===== config.mk =====
export PLATFORM = sky130hd
export DESIGN_NAME = mod25_counter
export DESIGN_NICKNAME = d
export VERILOG_FILES = /design/src/rtl/mod25_pkg.sv /design/src/rtl/mod25_slice.sv /design/src/rtl/mod25_decode.sv /design/src/rtl/mod25_counter.sv
export SDC_FILE = /design/constraint.sdc
export NUM_CORES = 1
export LEC_CHECK = 0
export CELL_PAD_IN_SITES_DETAIL_PLACEMENT = 1
export CELL_PAD_IN_SITES_GLOBAL_PLACEMENT = 1
export CORE_UTILIZATION = 31
export CTS_CLUSTER_SIZE = 25
export DETAILED_ROUTE_END_ITERATION = 7
export GPL_ROUTABILITY_DRIVEN = 0
export HOLD_SLACK_MARGIN = 0.08
export PLACE_DENSITY = 0.76
export SLEW_MARGIN = 20
export SYNTH_ARGS = -nofsm -noshare
export SYNTH_HDL_FRONTEND = slang
export SYNTH_SLANG_ARGS = --single-unit

===== constraint.sdc =====
create_clock -name clk_i -period 2.12 [get_ports clk_i]
set_clock_uncertainty 0.15 [all_clocks]
set_input_delay 0.636 -clock clk_i [delete_from_list [all_inputs] [get_ports clk_i]]
set_output_delay 0.636 -clock clk_i [all_outputs]
set_load 0.01 [all_outputs]

===== src/rtl/mod25_pkg.sv =====
package mod25_pkg;
  localparam int unsigned SLICE_W  = 4;
  localparam int unsigned N_SLICES = 2;
  localparam int unsigned CNT_W    = SLICE_W * N_SLICES;
  localparam int unsigned TERM_VAL = 24;
  localparam int unsigned MID_VAL  = 12;
  typedef logic [CNT_W-1:0] cnt_t;
endpackage


===== src/rtl/mod25_slice.sv =====
module mod25_slice #(
  parameter int unsigned W = 4
) (
  input  logic         clk_i,
  input  logic         rst_ni,
  input  logic         clr_i,
  input  logic         enp_i,
  input  logic         ent_i,
  output logic [W-1:0] q_o,
  output logic         rco_o
);
  localparam logic [W-1:0] QMAX = '1;

  logic [W-1:0] q_q;

  always_ff @(posedge clk_i or negedge rst_ni) begin
    if (!rst_ni)              q_q <= '0;
    else if (clr_i)           q_q <= '0;
    else if (enp_i && ent_i)  q_q <= q_q + 1'b1;
  end

  assign q_o   = q_q;
  assign rco_o = ent_i & (q_q == QMAX);

  // rollover when the slice is at its maximum and advances
  assert_slice_wrap_R4: assert property (@(posedge clk_i) disable iff (!rst_ni)
    (rco_o && enp_i && !clr_i) |=> (q_q == '0));
endmodule


===== src/rtl/mod25_decode.sv =====
module mod25_decode #(
  parameter int unsigned W    = 8,
  parameter int unsigned TERM = 24,
  parameter int unsigned MID  = 12
) (
  input  logic [W-1:0] cnt_i,
  output logic         term_o,
  output logic         mid_o
);
  localparam logic [W-1:0] TMASK = TERM[W-1:0];
  localparam logic [W-1:0] MVAL  = MID[W-1:0];

  // partial decode: only bits set in TERM; valid since count never passes TERM
  assign term_o = &(cnt_i | ~TMASK);
  // full decode keeps the strobe one count wide
  assign mid_o  = (cnt_i == MVAL);
endmodule


===== src/rtl/mod25_counter.sv =====
module mod25_counter
  import mod25_pkg::*;
(
  input  logic             clk_i,
  input  logic             rst_ni,
  input  logic             srst_i,
  input  logic             en_i,
  output logic [CNT_W-1:0] count_o,
  output logic             term_o,
  output logic             mid_o,
  output logic             carry_o
);
  localparam logic [CNT_W-1:0] TERM_C = TERM_VAL[CNT_W-1:0];

  logic [N_SLICES:0] carry;
  logic              clr;
  cnt_t              cnt;
  logic              term;

  assign carry[0] = en_i;
  assign clr      = srst_i | (en_i & term);

  for (genvar k = 0; k < N_SLICES; k++) begin : g_slice
    mod25_slice #(.W(SLICE_W)) u_slice (
      .clk_i (clk_i),
      .rst_ni(rst_ni),
      .clr_i (clr),
      .enp_i (en_i),
      .ent_i (carry[k]),
      .q_o   (cnt[k*SLICE_W +: SLICE_W]),
      .rco_o (carry[k+1])
    );
  end

  mod25_decode #(.W(CNT_W), .TERM(TERM_VAL), .MID(MID_VAL)) u_dec (
    .cnt_i (cnt),
    .term_o(term),
    .mid_o (mid_o)
  );

  assign count_o = cnt;
  assign term_o  = term;
  assign carry_o = carry[1];

  assert_inc_R1: assert property (@(posedge clk_i) disable iff (!rst_ni)
    (en_i && !srst_i && !term) |=> (cnt == $past(cnt) + 1'b1));
  assert_range_R2: assert property (@(posedge clk_i) disable iff (!rst_ni)
    cnt <= TERM_C);
  assert_wrap_R3: assert property (@(posedge clk_i) disable iff (!rst_ni)
    (term && en_i && !srst_i) |=> (cnt == '0));
  assert_hi_adv_R4: assert property (@(posedge clk_i) disable iff (!rst_ni)
    (!carry[1] && !clr) |=> $stable(cnt[CNT_W-1:SLICE_W]));
  assert_mid_pulse_R5: assert property (@(posedge clk_i) disable iff (!rst_ni)
    (mid_o && en_i) |=> !mid_o);
  assert_srst_R7: assert property (@(posedge clk_i) disable iff (!rst_ni)
    srst_i |=> (cnt == '0));
  assert_hold_R8: assert property (@(posedge clk_i) disable iff (!rst_ni)
    (!en_i && !srst_i) |=> $stable(cnt));
  assert_carry_idle_R8: assert property (@(posedge clk_i) disable iff (!rst_ni)
    !en_i |-> !carry_o);
endmodule


## Word-level counts from Yosys, hierarchy flattened

Index checks and enable logic that the tools add are counted.

| word-level totals | value |
|---|---|
| memory bits (writable) | 0 |
| bits in registers | 8 |
| latch bits | 0 |
| output and inout port bits | 11 |
| memory bits (read-only) | 0 |
| memories | 0 |

| operators by class | value |
|---|---|
| shift operators | 0 |
| reduce and logical (&&, ||, !) cells | 4 |
| divide/modulo/power cells | 0 |
| equal/unequal tests | 2 |
| muxes and demuxes | 4 |
| bitwise logic cells | 3 |
| add/subtract/negate cells | 2 |
| $lt $le $gt $ge | 0 |
| multipliers | 0 |

Operators with widths:

| cell | count |
|---|---|
| 4-bit two-way mux | 4 |
| 4-bit by 1-bit adder with 4-bit output (second input constant) | 2 |
| 8-bit by 4-bit == test with 1-bit output (second input constant) | 1 |
| 4-bit == test (second input constant) | 1 |
| 2-bit nonzero test | 2 |
| 1-bit AND | 2 |
| 2-bit AND reduction | 1 |
| 1-bit logical AND | 1 |
| 1-bit OR | 1 |

## Depth between registers and ports, before layout

Gate-level depths: netlist of run 1.

| logic depth | value |
|---|---|
| depth in word-level cells | 5 |
| mapped depth | 5 |
| depth with buffers taken out | 4 |

## By module

Synthesis of run 1 repeated with hierarchy kept, for this count alone.

| second synthesis, totals | value |
|---|---|
| cell total of the unflattened synthesis | 43 |
| area, all modules | 424.2 µm² |

By module, submodules not included:

| module | cells an instance | area an instance (µm²) | times used |
|---|---|---|---|
| mod25_slice | 19 | 193.9 | 2 |
| mod25_decode | 4 | 28.8 | 1 |
| mod25_counter | 1 | 7.5 | 1 |

## Least setup slack after synthesis of run 1

OpenSTA, ideal clock, no wires.

| timing path | value |
|---|---|
| kind | register to output |
| start | register g_slice[0].u_slice.q_q[0] |
| end | output mid_o |
| required time | 1,334 ps |
| data arrival time | 1,060 ps |
| path buffers | 0 |
| cell stages (with the launch flop) | 5 |
| slack | 274 ps |
| path through | dfrtp_1 inv_1 ha_1 nand2_1 nor4_1 |

| between the ends | value |
|---|---|
| cells in the longest elaborated chain, start to end | 1 |

RTL lines:

| element | line | RTL |
|---|---|---|
| start: declaration | mod25_slice.sv:14 | `logic [W-1:0] q_q;` |
| start signal: assignment | mod25_slice.sv:19 | `else if (enp_i && ent_i) q_q <= q_q + 1'b1;` |
| 8-bit by 4-bit == test with 1-bit output | mod25_decode.sv:16 | `assign mid_o = (cnt_i == MVAL);` |
| end: declaration | mod25_counter.sv:10 | `output logic mid_o,` |

No other way between the ends.

## Final worst setup path of run 1

| timing path | value |
|---|---|
| start | register g_slice[1].u_slice.q_q[2] |
| end | output count_o[6] |

RTL lines:

| element | line | RTL |
|---|---|---|
| start: declaration | mod25_slice.sv:14 |  |
| start signal: assignment | mod25_slice.sv:19 |  |
| end: declaration | mod25_counter.sv:8 | `output logic [CNT_W-1:0] count_o,` |

No word-level cell between the ends.

==> results of run 1 <==
-- where the power goes --
part           internal [mW]  switching (mW)
registers              0.156         0.00194
logic                 0.0209          0.0231
clock network         0.0650          0.0558
-- final cells by class --
class	count	share of cell area [%]
multi-input cells	34	31.8
repair buffers	26	31.1
flip-flops and latches	8	28.1
clock buffers	3	3.16
inverters	6	3.16
well taps	15	2.64
-- cell usage in the layout (no fill, tap or decap), types with 2 or more instances in the layout --
| cell type | netlist | layout |
|---|---|---|
| dlygate4sd2_1 | 0 | 3 |
| a21oi_1 | 3 | 3 |
| nor2_1 | 6 | 6 |
| mux2i_1 | 2 | 2 |
| dlymetal6s2s_1 | 0 | 2 |
| buf_2 | 0 | 2 |
| clkdlybuf4s50_1 | 0 | 7 |
| nand2_1 | 6 | 5 |
| ha_1 | 4 | 4 |
| dfrtp_1 | 8 | 8 |
| inv_1 | 6 | 6 |
| o21ai_0 | 2 | 2 |
| clkbuf_4 | 0 | 3 |
| nand3_1 | 3 | 3 |
| buf_4 | 0 | 12 |
-- per-stage QoR --
step / setup slack (ns) / area (um^2) / instances / util, %
finish: 0.0519 / 712 / 92 / 53.4
CTS: 0.0115 / 691 / 91 / 51.8
global route: 0.00647 / 712 / 92 / 53.4
detailed placement: -0.565 / 682 / 88 / 51.1
global placement: -0.545 / 682 / 88 / 51.1
floorplan: 0.274 / 452 / 49 / -
-- routing by layer --
layer  share of wire (%)  global-route usage [%]  vias to the layer above
met2                  52                    35.1                        9
met5                   0                       0                        -
li1                    -                       -                      226
met3                 2.5                    5.56                        0
met1                  45                    25.3                      211
met4                   0                    9.17                        0
-- cell families (layout without fill, tap and decap cells) --
| group | after synthesis | in the layout |
|---|---|---|
| AND/OR/NAND/NOR | 18 | 18 |
| AO/OA/AOI/OAI | 9 | 9 |
| flip-flops | 8 | 8 |
| buffers and inverters | 7 | 35 |
| adder cells (fa/ha/maj) | 4 | 4 |
| multiplexers | 2 | 2 |
| XOR/XNOR | 1 | 1 |
-- critical path: stages, from the launching register on --
cell	delay [ns]
dfrtp_1	0.36
buf_4	0.14
clkdlybuf4s50_1	0.53
-- repair_timing --
action	in CTS	in global routing
hold buffers	0	0
buffers inserted	0	1
resized for setup	12	4
pin swaps	1	1
endpoints found under the setup margin	4	6
-- path summary, 6_finish.rpt --
kind                                                  startpoint                                    end  slack (ns)
setup / recovery           g_slice[1].u_slice.q_o[2]$_DFFE_PN0P_                             count_o[6]        0.05
min in group asynchronous                                 rst_ni  g_slice[1].u_slice.q_o[2]$_DFFE_PN0P_        0.52
hold / removal             g_slice[0].u_slice.q_o[0]$_DFFE_PN0P_  g_slice[0].u_slice.q_o[0]$_DFFE_PN0P_        0.41
setup reg to reg           g_slice[0].u_slice.q_o[0]$_DFFE_PN0P_  g_slice[1].u_slice.q_o[2]$_DFFE_PN0P_        0.25
hold reg to reg            g_slice[0].u_slice.q_o[0]$_DFFE_PN0P_  g_slice[0].u_slice.q_o[0]$_DFFE_PN0P_        0.41
max in group asynchronous                                 rst_ni  g_slice[0].u_slice.q_o[0]$_DFFE_PN0P_        1.00
==> flow_metrics.env, run 1 <==
export IMPL_synth_top_cell_area_share_pct=44.3
export IMPL_coreArea_um2=1330
export IMPL_grt_overflow=0
export IMPL_clockBufferDepth=2
export IMPL_synthXorXnorAreaFrac_pct=1.94
export IMPL_area_growth_pct=57.6
export IMPL_min_period_over_period_pct=97.6
export IMPL_clk_pin_slew_worst_paths_ns=0.06
export IMPL_fin_nets=87
export IMPL_finalMaxSlewViolations=0
export IMPL_route_detailed_drc=0
export IMPL_synthTopCellsByCount="dfrtp_1 (8), inv_1 (6), nand2_1 (6), nor2_1 (6), ha_1 (4)"
export IMPL_vdd_ir_drop_max_mv=0.322
export IMPL_cp_required_ns=1.33
export IMPL_avgRoutedWirePerCell_um=15.3
export IMPL_initial_core_util_pct=33.9
export IMPL_largest_reg_flops=8
export IMPL_synth_edf_count=0
export IMPL_cp_arrival_ns=1.28
export IMPL_antenna_left=0
export IMPL_syn_nets=57
export IMPL_h_tree_depth=1
export IMPL_synth_area_um2=452
export IMPL_drive_above_1_share_pct=24.7
export IMPL_drt_first_pass_iters=4
export IMPL_endpoint_kind="primary output"
export IMPL_path_class="reg2out"
export IMPL_clock_sinks=8
export IMPL_io_pins=15
export IMPL_synth_top_cells_by_area="dfrtp_1 (44%), ha_1 (11%), inv_1 (5.0%)"
export IMPL_grt_pass1_wl_um=2150
export IMPL_synth_cell_type_count=18
export IMPL_root_buffer="clkbuf_4"
export IMPL_ys_seq_elements=8
export IMPL_grt_max_degree=9
export IMPL_die_area_um2=1610
export IMPL_avgSynthCellArea_um2=9.22
export IMPL_ys_seq_area_share_pct=44.3
export IMPL_yosys_area_share_simple_pct=18.0
export IMPL_drv_cap=0
export IMPL_synthCells=49
export IMPL_regArea_um2=200
export IMPL_hold_violations=0
export IMPL_tns_ns=0
export IMPL_cts_tree="yes"
export IMPL_ys_flop_type="dfrtp_1"
export IMPL_initialDrtViolationCount=7
export IMPL_worst_slew_pin_slew_ns=0.407
export IMPL_wirelength_um=1410
export IMPL_synth_top_family_by_area="simple AND/OR/NAND/NOR gates"
export IMPL_fin_crit_ns=2.07
export IMPL_io_buffers=14
export IMPL_num_rows=13
export IMPL_grt_total_usage_pct=21.0
export IMPL_worstHoldPathType="reg2reg"
export IMPL_totalPowerFinal_uw=322
export IMPL_synth_most_common_cell="dfrtp_1"
export IMPL_cellPowerDensity_nw_per_um2=453
export IMPL_nFillCells=170
export IMPL_synth_warnings=0
export IMPL_multiInputGateArea_um2=226
export IMPL_grt_pass1_vias=482
export IMPL_cts_buffers=3
export IMPL_synth_area_leader_cell="dfrtp_1"
export IMPL_vias_per_cell=4.85
export IMPL_die_y_um=40.2
export IMPL_slew_headroom_pct=72.8
export IMPL_hpwl_um=1130
export IMPL_setup_viol=0
export IMPL_muxShareOfSynthArea_pct=4.43
export IMPL_worstSkewPairLatency_ns=0.26
export IMPL_synth_compound_area_share_pct=12.7
export IMPL_synth_adder_area_share_pct=11.1
export IMPL_worstPathMaxFanout=5
export IMPL_worst_hold_path_num_cells=3
export IMPL_cp_start_kind="flop"
export IMPL_die_width_um=40.2
export IMPL_vias=446
export IMPL_p_leak_nw=0.382
export IMPL_rr_worst_depth=6
export IMPL_status="finished, final reports clean"
export IMPL_num_antenna_cells=0
export IMPL_whs_ns=0.406
export IMPL_rsz0062_at_grt="no"
export IMPL_antenna_found_initial=0
export IMPL_timing_fmax_ghz=0.484
export IMPL_synth_async_sr_flop_share_pct=100
Note: power is estimated with default switching activity, not from simulation.
==> inputs of run 2 (changes only) <==
CORE_MARGIN = 3   (was not set)
==> run 2 against run 1 <==
Against the previous run:
- highest routed layer is now met4
- core utilization rose by 0.38 points
- non-clock buffer count decreased by 1
- largest cell class unchanged
- largest power group unchanged
- clock power is essentially flat
- flip-flop and latch count unchanged
- via count rose by 3.6%
- sequential power is essentially flat
==> flow_metrics.env, run 2 (synthesis results as in run 1) <==
export IMPL_antenna_found_initial=0
export IMPL_grt_pass1_wl_um=2090
export IMPL_drt_first_pass_iters=4
export IMPL_grt_overflow=0
export IMPL_setup_viol=0
export IMPL_grt_total_usage_pct=15.2
export IMPL_die_area_um2=1950
export IMPL_hold_violations=0
export IMPL_vias_per_cell=5.08
export IMPL_p_comb_share_pct=13.4
export IMPL_root_buffer="clkbuf_4"
export IMPL_io_buffers=14
export IMPL_whs_ns=0.411
export IMPL_cellPowerDensity_nw_per_um2=445
export IMPL_rsz0062_at_grt="yes"
export IMPL_finalMaxSlewViolations=0
export IMPL_clock_sinks=8
export IMPL_io_pins=15
export IMPL_cp_start_kind="flop"
export IMPL_tns_ns=0
export IMPL_rrSetupSlack_ns=0.39
export IMPL_die_y_um=44.2
export IMPL_cp_arrival_ns=1.25
export IMPL_final_cell_count_no_fill=91
export IMPL_internal_power_uw=242
export IMPL_clockBufferDepth=2
export IMPL_worst_slew_pin_slew_ns=0.366
export IMPL_slowest_delay_ns=0.52
export IMPL_worst_hold_path_num_cells=2
export IMPL_timing_fmax_ghz=0.492
export IMPL_min_period_over_period_pct=95.9
export IMPL_cts_buffers=3
export IMPL_worstReg2RegStart="g_slice[0].u_slice.q_o[0]$_DFFE_PN0P_"
export IMPL_fin_nets=86
export IMPL_holdCritStartpoint="g_slice[1].u_slice.q_o[3]$_DFFE_PN0P_"
export IMPL_endpoint_kind="primary output"
export IMPL_drv_cap=0
export IMPL_drive_above_1_share_pct=26.3
export IMPL_cts_hold_fix_buffers=0
export IMPL_wirelength_um=1240
export IMPL_avgRoutedWirePerCell_um=13.6
export IMPL_antenna_left=0
export IMPL_hold_end="g_slice[1].u_slice.q_o[3]$_DFFE_PN0P_"
export IMPL_initial_core_util_pct=33.9
export IMPL_status="finished, final reports clean"
export IMPL_power_switching_uw=77.4
export IMPL_largest_reg_flops=8
export IMPL_slowest_stage="clkdlybuf4s50_1"
export IMPL_layout_common_cells="buf_4 (11), dfrtp_1 (8), inv_1 (6), nor2_1 (6), dlymetal6s2s_1 (5)"
export IMPL_crit_start="g_slice[1].u_slice.q_o[1]$_DFFE_PN0P_"
export IMPL_pwr_share_seq_pct=49.4
export IMPL_rr_worst_depth=6
export IMPL_final_common_cell="buf_4"
export IMPL_vias=462
export IMPL_coreArea_um2=1330
export IMPL_worstSkewPairLatency_ns=0.26
export IMPL_worstPathMaxFanout=4
export IMPL_route_detailed_drc=0
export IMPL_area_growth_pct=58.7
export IMPL_h_tree_depth=1
export IMPL_cts_tree="yes"
export IMPL_path_cells="buf_4 -> clkdlybuf4s50_1"
export IMPL_num_antenna_cells=0
export IMPL_grt_max_degree=9
export IMPL_initialDrtViolationCount=8
export IMPL_fin_crit_ns=2.03
export IMPL_clockPowerShare_pct=37.2
export IMPL_die_width_um=44.2
export IMPL_cp_required_ns=1.33
export IMPL_path_class="reg2out"
export IMPL_p_leak_nw=0.430
export IMPL_vdd_ir_drop_max_mv=0.227
export IMPL_grt_pass1_vias=455
export IMPL_slew_headroom_pct=75.5
export IMPL_hpwl_um=1000
export IMPL_num_rows=13
export IMPL_clk_pin_slew_worst_paths_ns=0.05
export IMPL_swShare_pct=24.3
export IMPL_worstHoldPathType="reg2reg"
export IMPL_r2r_end="g_slice[1].u_slice.q_o[2]$_DFFE_PN0P_"
export IMPL_dp_cells=88
-- run 2: cell types whose count changed in the layout (fill, tap and decap cells not counted), sizes merged --
cell / change
clkdlybuf4s50: -3
dlymetal6s2s: +3
buf: -1
-- run 2: timing repair --
action | in CTS | in global routing
gates resized for setup | 13 | 8
buffers inserted | 0 | 0
gates cloned | 0 | 0
endpoints found under the setup margin | 4 | 6
pin swaps | 1 | 1
endpoints found under the hold margin | 0 | 0
-- run 2: power groups by stage --
stage,Clock (mW),Combinational [mW],Sequential (mW)
detailed placement,0,0.0439,0.160
CTS,0.123,0.0425,0.158
floorplan,0,0.0104,0.164
global placement,0,0.0431,0.160
finish,0.119,0.0428,0.158
global route,0.133,0.0479,0.158
-- run 2: worst max path at each step --
stage                       to  slack, ns  depth (start not counted)
finish              count_o[5]       0.09                          2
global route             mid_o      -0.02                          5
CTS                 count_o[1]       0.02                          2
detailed placement     carry_o      -0.56                          3
global placement       carry_o      -0.55                          3
floorplan                mid_o       0.27                          4
-- run 2: routing by layer --
metal / part of all wire [%] / GRT usage, % / up-vias
met4: 1.3 / 5.42 / 0
met2: 52 / 23.8 / 8
li1: - / - / 221
met3: 5.2 / 7.32 / 3
met1: 41 / 17.9 / 230
met5: 0 / 0 / -
-- run 2: per-stage QoR --
| stage | cell area (um^2) | total power, mW | utilization (%) | setup WS (ns) |
|---|---|---|---|---|
| 2_1_floorplan | 452 | 0.174 | - | 0.274 |
| 6_report | 717 | 0.319 | 53.8 | 0.0862 |
| 3_3_place_gp | 682 | 0.203 | 51.1 | -0.549 |
| 3_5_place_dp | 682 | 0.204 | 51.1 | -0.556 |
| 5_1_grt | 717 | 0.338 | 53.8 | -0.0213 |
| 4_1_cts | 693 | 0.323 | 52.0 | 0.0177 |
-- run 2: area by class of cell --
cell class                      instances  area, um^2
Clock buffer                            3        22.5
Fill cell                             159         617
Inverter                                6        22.5
Multi-Input combinational cell         34         231
Sequential cell                         8         200
Tap cell                               15        18.8
Timing Repair Buffer                   25         221
-- run 2: worst max-delay path: cells and delay by family, from the launching register on --
family | cells | cell delay (ns)
flip-flops | 1 | 0.34
buffers and inverters | 2 | 0.65
